$ cat src/rtl/sbf_pkg.sv
package sbf_pkg;
  localparam logic [7:0] OPC_ESC = 8'h0F;
  localparam logic [7:0] OPC_GRP = 8'hAE;

  typedef enum logic [1:0] {
    FK_NONE  = 2'd0,
    FK_LOAD  = 2'd1,
    FK_FULL  = 2'd2,
    FK_STORE = 2'd3
  } fence_kind_e;
endpackage

$ cat src/rtl/sbf_decode.sv
module sbf_decode
  import sbf_pkg::*;
(
  input  logic [23:0] op_bytes,
  input  logic        op_lock,
  input  logic        ext_en,
  output fence_kind_e kind,
  output logic        barrier,
  output logic        fault
);
  always_comb begin
    kind = FK_NONE;
    if (op_bytes[23:16] == OPC_ESC && op_bytes[15:8] == OPC_GRP) begin
      case (op_bytes[7:3])
        5'b11101: kind = FK_LOAD;
        5'b11110: kind = FK_FULL;
        5'b11111: kind = FK_STORE;
        default:  kind = FK_NONE;
      endcase
    end
    fault   = (kind != FK_NONE && op_lock) || (kind == FK_STORE && !ext_en);
    barrier = !fault && (kind == FK_FULL || kind == FK_STORE);
  end
endmodule

$ cat src/rtl/sbf_forward.sv
module sbf_forward #(
  parameter int DEPTH = 8,
  parameter int AW    = 29,
  parameter int DW    = 64,
  parameter int PW    = 3,
  parameter int CW    = 4
) (
  input  logic [PW-1:0]   head,
  input  logic [CW-1:0]   count,
  input  logic [AW-1:0]   e_addr [DEPTH],
  input  logic [DW-1:0]   e_data [DEPTH],
  input  logic [DW/8-1:0] e_be   [DEPTH],
  input  logic [AW-1:0]   q_addr,
  input  logic [DW/8-1:0] q_be,
  output logic            hit,
  output logic [DW-1:0]   data
);
  localparam int BW = DW / 8;
  logic [BW-1:0] got;
  logic [PW-1:0] idx;

  // Oldest to youngest, so later (younger) entries overwrite lanes.
  always_comb begin
    got  = '0;
    data = '0;
    idx  = head;
    for (int k = 0; k < DEPTH; k++) begin
      idx = head + PW'(k);
      if (CW'(k) < count && e_addr[idx] == q_addr) begin
        for (int b = 0; b < BW; b++) begin
          if (e_be[idx][b]) begin
            data[b*8 +: 8] = e_data[idx][b*8 +: 8];
            got[b]         = 1'b1;
          end
        end
      end
    end
    hit = (q_be != '0) && ((q_be & ~got) == '0);
  end
endmodule

$ cat src/rtl/sbf_store_buffer.sv
module sbf_store_buffer
  import sbf_pkg::*;
#(
  parameter int DEPTH = 8,
  parameter int AW    = 29,
  parameter int DW    = 64,
  parameter int EPW   = 4
) (
  input  logic            clk,
  input  logic            rst,
  input  logic            st_valid,
  output logic            st_ready,
  input  logic [AW-1:0]   st_addr,
  input  logic [DW-1:0]   st_data,
  input  logic [DW/8-1:0] st_be,
  input  logic            op_valid,
  output logic            op_ready,
  input  logic [23:0]     op_bytes,
  input  logic            op_lock,
  input  logic            ext_en,
  output logic            op_fault,
  input  logic            ld_valid,
  input  logic [AW-1:0]   ld_addr,
  input  logic [DW/8-1:0] ld_be,
  output logic            ld_rvalid,
  output logic            ld_hit,
  output logic [DW-1:0]   ld_data,
  output logic            mem_wvalid,
  output logic [AW-1:0]   mem_waddr,
  output logic [DW-1:0]   mem_wdata,
  output logic [DW/8-1:0] mem_wbe,
  input  logic            mem_ack,
  output logic            fence_drained
);
  localparam int BW   = DW / 8;
  localparam int PW   = $clog2(DEPTH);
  localparam int CW   = PW + 1;
  localparam int EMAX = (1 << EPW) - 1;

  logic [AW-1:0]  q_addr [DEPTH];
  logic [DW-1:0]  q_data [DEPTH];
  logic [BW-1:0]  q_be   [DEPTH];
  logic [EPW-1:0] q_ep   [DEPTH];

  logic [PW-1:0]  head;
  logic [CW-1:0]  count, iss_cnt;
  logic [EPW-1:0] tail_ep, ep_next, ref_ep, mem_wep;

  logic [PW-1:0]  tail_idx, young_idx, iss_idx;
  logic           issue_now, ack_ok, op_take, can_merge, take, do_merge, do_push;
  fence_kind_e    dec_kind;
  logic           dec_barrier, dec_fault, fwd_hit;
  logic [DW-1:0]  fwd_data;

  sbf_decode u_dec (
    .op_bytes (op_bytes),
    .op_lock  (op_lock),
    .ext_en   (ext_en),
    .kind     (dec_kind),
    .barrier  (dec_barrier),
    .fault    (dec_fault)
  );

  sbf_forward #(.DEPTH(DEPTH), .AW(AW), .DW(DW), .PW(PW), .CW(CW)) u_fwd (
    .head   (head),
    .count  (count),
    .e_addr (q_addr),
    .e_data (q_data),
    .e_be   (q_be),
    .q_addr (ld_addr),
    .q_be   (ld_be),
    .hit    (fwd_hit),
    .data   (fwd_data)
  );

  always_comb begin
    tail_idx  = head + count[PW-1:0];
    young_idx = tail_idx - PW'(1);
    iss_idx   = head + iss_cnt[PW-1:0];
    // Next entry may go out if nothing is pending or it shares the oldest epoch.
    issue_now = (iss_cnt < count) && (iss_cnt == '0 || q_ep[iss_idx] == q_ep[head]);
    ack_ok    = mem_ack && (iss_cnt != '0);
    ref_ep    = (count != '0) ? q_ep[head] : tail_ep;
    op_ready  = (tail_ep - ref_ep) < EPW'(EMAX);
    op_take   = op_valid && op_ready;
    ep_next   = tail_ep + EPW'(op_take && dec_barrier);
    can_merge = (count > iss_cnt + CW'(issue_now)) && (q_ep[young_idx] == ep_next)
                && (q_addr[young_idx] == st_addr);
    st_ready  = (count != CW'(DEPTH)) || can_merge;
    take      = st_valid && st_ready;
    do_merge  = take && can_merge;
    do_push   = take && !can_merge;
  end

  // Entry storage: written at one port per cycle, no reset.
  always_ff @(posedge clk) begin
    if (do_push) begin
      q_addr[tail_idx] <= st_addr;
      q_data[tail_idx] <= st_data;
      q_be[tail_idx]   <= st_be;
      q_ep[tail_idx]   <= ep_next;
    end else if (do_merge) begin
      for (int b = 0; b < BW; b++)
        if (st_be[b]) q_data[young_idx][b*8 +: 8] <= st_data[b*8 +: 8];
      q_be[young_idx] <= q_be[young_idx] | st_be;
    end
  end

  always_ff @(posedge clk) begin
    if (rst) begin
      head          <= '0;
      count         <= '0;
      iss_cnt       <= '0;
      tail_ep       <= '0;
      mem_wvalid    <= 1'b0;
      mem_waddr     <= '0;
      mem_wdata     <= '0;
      mem_wbe       <= '0;
      mem_wep       <= '0;
      op_fault      <= 1'b0;
      ld_rvalid     <= 1'b0;
      ld_hit        <= 1'b0;
      ld_data       <= '0;
      fence_drained <= 1'b1;
    end else begin
      tail_ep    <= ep_next;
      head       <= head + PW'(ack_ok);
      count      <= count + CW'(do_push) - CW'(ack_ok);
      iss_cnt    <= iss_cnt + CW'(issue_now) - CW'(ack_ok);
      mem_wvalid <= issue_now;
      if (issue_now) begin
        mem_waddr <= q_addr[iss_idx];
        mem_wdata <= q_data[iss_idx];
        mem_wbe   <= q_be[iss_idx];
        mem_wep   <= q_ep[iss_idx];
      end
      op_fault      <= op_take && dec_fault;
      ld_rvalid     <= ld_valid;
      ld_hit        <= ld_valid && fwd_hit;
      ld_data       <= fwd_data;
      fence_drained <= (count == '0) || (q_ep[head] == tail_ep);
    end
  end
endmodule

$ cat config.mk
export PLATFORM = sky130hd
export DESIGN_NAME = sbf_store_buffer
export DESIGN_NICKNAME = d
export VERILOG_FILES = /design/src/rtl/sbf_pkg.sv /design/src/rtl/sbf_decode.sv /design/src/rtl/sbf_forward.sv /design/src/rtl/sbf_store_buffer.sv
export SDC_FILE = /design/constraint.sdc
export NUM_CORES = 2
export LEC_CHECK = 0
export BUFFER_PORTS_ARGS = -buffer_cell sky130_fd_sc_hd__clkbuf_2
export CORE_UTILIZATION = 60
export CTS_CLUSTER_DIAMETER = 100
export DETAILED_ROUTE_END_ITERATION = 8
export PLACE_DENSITY = 0.78
export SYNTH_ARGS = -nofsm -noshare
export SYNTH_HDL_FRONTEND = slang
export SYNTH_SLANG_ARGS = --single-unit
$ cat constraint.sdc
create_clock -name clk -period 25.2 [get_ports clk]
set_clock_uncertainty 0.2 [all_clocks]
set_input_delay 2.52 -clock clk [delete_from_list [all_inputs] [get_ports clk]]
set_output_delay 2.52 -clock clk [all_outputs]
set_load 0.05 [all_outputs]
==> run_results.csv <==
group,metric,value,unit
timing,hold_violations,0,
outcome,status,"finished with violations",
power,switching_power,6.37,mW
setup_path,crit_family,"buffers and inverters",
clock_tree,post_cts_resize_count,0,
clock_tree,insertion_delay,0.82,ns
clock_tree,cts_tree,"yes",
final_layout,drive_above_1_share,0.247,
setup_path,cp_slowest_cell,"fa_4",
detailed_routing,drtIter0Drc,15400,
timing,timing.final.crit_period,11.10,ns
detailed_routing,antenna_left,0,
final_layout,fin_nets,7830,
clock_tree,postCtsSetupBuffers,0,
clock_tree,clockBufferDepth,3,
min_path,hold_path_class,"flop to flop",
timing,final_max_slew_viol_count,1,
logic_synthesis,syn_area,86700,sq um
global_routing,grt_max_degree,131,
global_routing,antenna_found_initial,49,
placed_design,dp_slack,14.65,ns
detailed_routing,avgRoutedWirePerCell,37.6,um
timing,tightest_slew,1.56,ns
setup_path,cp-end-kind,"flop",
logic_synthesis,synth_warnings,0,
floorplan,coreArea,143000,sq um
logic_synthesis,synth-seq-cells,1025,
power,p_clk_frac,0.139,
timing,rsz0062_at_grt,"false",
setup_path,critical_path_class,"flop to flop",
timing,setup_slack,14.10,ns
setup_path,required,25.42,ns
timing,finalSetupTns,0,ns
power,pwr-share-seq,0.200,
final_layout,nFillCells,10700,
clock_tree,path_clk_slew,0.06,ns
final_layout,area_growth,7.35,%
detailed_routing,viasPerCell,8.01,
power,p_leak,32.3,nW
clock_tree,ctsHoldBuffers,0,
global_routing,grt-ovfl-total,0,
setup_path,cp.buffers_inverters,5,
setup_path,worstPathArrival,11.32,ns
timing,maxSlewHeadroom,-0.0395,
logic_synthesis,ys_types,106,
placed_design,io_buffers,338,
logic_synthesis,synthCells,7669,
global_routing,grtUsageTotal,0.488,
logic_synthesis,synth_edf_count,840,
job,maxCapViolations,0,
global_routing,grt_pass1_wl,511000,um
floorplan,dieArea,146000,sq um
floorplan,io_pins,342,
logic_synthesis,seq_area_frac_synth,0.334,
detailed_routing,via_count,77400,
logic_synthesis,syn_area_per_cell,11.3,sq um
detailed_routing,first_pass_iters,9,
floorplan,die-width,382,um
placed_design,gp_congestion,1.10,
clock_tree,cts-root-buf,"clkbuf_16",
power,p_int,6.47,mW
logic_synthesis,async_flop_share,0,
timing,fin_crit_sh,0.440,
floorplan,die_y,382,um
clock_tree,clock_sinks,1025,
outcome,violations,"design-rule violations, max-slew violations",
global_routing,grt_pass1_vias,70500,
setup_path,slowest_delay,1.83,ns
timing,finalSetupViolations,0,
logic_synthesis,synth_ff_type,"edfxtp_1",
floorplan,row_count,139,
setup_path,worst-path-max-fanout,79,
floorplan,initial_core_util,0.604,
timing,max_freq,0.0901,GHz
power,max-vdd-ir-drop,157,uV
clock_tree,htreeDepth,3,
detailed_routing,drt-total-wl,364000,um
placed_design,place_hpwl,247000,um
power,combPwrFrac,0.661,
clock_tree,cts_buffers,112,
power,pwr_density_cell,138,nW/um^2
setup_path,start_kind,"flop",
power,swShare,0.496,
detailed_routing,drcViolationCount,21,
logic_synthesis,syn-num-nets,7873,
==> cells by family (layout without fill, tap and decap cells) <==
group	count (synthesis)	count (layout)	synth area share
compound gates	1268	1268	0.104
xor+xnor	205	205	0.0211
fa+ha+maj	34	34	0.00526
buf+inv	728	784	0.0420
flops	1025	1025	0.334
mux	1644	1644	0.342
other cells	0	43	0
simple gates	2765	2765	0.152
==> power by group through the flow <==
stage	logic (mW)	clock network, mW	registers (mW)
finish	8.49	1.78	2.57
global route	8.71	1.83	2.59
CTS	8.12	1.76	2.54
detailed placement	8.08	0	2.58
global placement	7.94	0	2.54
floorplan	5.59	0	2.64
==> sequential cells by signal (all words and copies together), names as in the netlist, 3 cells and up <==
register and flops:
count 4, head 3, iss_cnt 4, ld_data 64, mem_waddr 29, mem_wbe 8, mem_wdata 64, q_addr 232
q_be 64, q_data 512, q_ep 32, tail_ep 4
==> through the flow <==
step | util | power, mW | instances | area [sq um] | hold WS (ns)
after floorplan | - | 8.23 | 7669 | 86700 | 0.315
after global placement | 0.620 | 10.5 | 9415 | 89000 | 0.286
after detailed placement | 0.620 | 10.7 | 9415 | 89000 | 0.291
after CTS | 0.648 | 12.4 | 9628 | 92900 | 0.299
after global routing | 0.648 | 13.1 | 9647 | 93000 | 0.318
final | 0.648 | 12.8 | 9671 | 93000 | 0.298
==> synthesized netlist by cell type (all sizes together), types with 21 or more instances <==
| master | n | area, sq um |
|---|---|---|
| nor2b | 35 | 221 |
| mux2 | 80 | 901 |
| o22ai | 100 | 626 |
| o221ai | 28 | 245 |
| nand3 | 219 | 1100 |
| xnor2 | 178 | 1570 |
| a211oi | 153 | 1160 |
| nand4 | 55 | 344 |
| and3 | 40 | 250 |
| nor2 | 391 | 1490 |
| nor3 | 74 | 390 |
| buf | 389 | 2370 |
| a21o | 96 | 721 |
| a311oi | 28 | 251 |
| clkbuf | 268 | 1010 |
| nor4 | 37 | 259 |
| a31oi | 74 | 463 |
| edfxtp | 840 | 25200 |
| a31o | 22 | 193 |
| o311ai | 21 | 184 |
| and2 | 549 | 3430 |
| a21oi | 221 | 1150 |
| inv | 58 | 218 |
| o211ai | 24 | 180 |
| a22o | 22 | 193 |
| o32ai | 21 | 184 |
| ha | 30 | 375 |
| a221oi | 30 | 263 |
| mux2i | 521 | 5220 |
| a22oi | 67 | 503 |
| xor2 | 26 | 235 |
| nand2 | 1215 | 4570 |
| or3 | 23 | 149 |
| nand2b | 36 | 225 |
| mux4 | 1043 | 23500 |
| o31ai | 64 | 480 |
| o21ai | 128 | 641 |
| dfxtp | 185 | 3700 |
==> cells in the final DEF, fill, tap and decap left out, drive strengths merged, types with 35 or more instances in the layout <==
| master | count |
|---|---|
| dfxtp | 185 |
| buf | 162 |
| inv | 68 |
| clkinv | 55 |
| mux2i | 521 |
| diode | 43 |
| nor2b | 35 |
| nand2b | 36 |
| mux2 | 80 |
| o21ai | 128 |
| nand4 | 55 |
| clkbuf | 478 |
| and3 | 40 |
| nand2 | 1215 |
| and2 | 549 |
| xnor2 | 178 |
| o22ai | 100 |
| nor4 | 37 |
| nor2 | 391 |
| nand3 | 219 |
| a211oi | 153 |
| nor3 | 74 |
| a31oi | 74 |
| mux4 | 1043 |
| a21oi | 221 |
| o31ai | 64 |
| edfxtp | 840 |
| a22oi | 67 |
| a21o | 96 |
==> tightest hold or removal path: stages, from the launching register on <==
cell      delay, ns
dfxtp_1        0.31
nor2_1         0.09
a211oi_1       0.05
==> per-layer routing <==
layer / vias up / part of all wire / routed length, um / track usage
met1: 37500 / 0.33 / 120000 / 0.623
met4: 40 / 0.067 / 24500 / 0.255
met5: - / 0.0014 / 496 / 0.0162
met3: 1770 / 0.19 / 68400 / 0.240
li1: 30100 / - / - / -
met2: 8015 / 0.41 / 151000 / 0.682
==> final cells by class <==
class                   count  area, sq um  area share
multi-input cells        5916        54400       0.585
diodes                     43          108     0.00116
clock buffers             140         3100      0.0333
well taps                1903         2380      0.0256
flip-flops and latches   1025        28900       0.311
clock inverters            73          842     0.00905
inverters                  71          274     0.00295
repair buffers            500         3000      0.0323
==> path summary, 6_finish.rpt <==
kind,startpoint,endpoint,slack (ns),cells after the start
setup / recovery,head[1]$_SDFF_PP0_,q_data[236]$_DFFE_PP_,14.10,26
hold / removal,mem_waddr[3]$_SDFFE_PP0P_,mem_waddr[3]$_SDFFE_PP0P_,0.30,2
setup reg to reg,head[1]$_SDFF_PP0_,q_data[236]$_DFFE_PP_,14.10,26
hold reg to reg,mem_waddr[3]$_SDFFE_PP0P_,mem_waddr[3]$_SDFFE_PP0P_,0.30,2
Note: power is estimated with default switching activity, not from simulation.
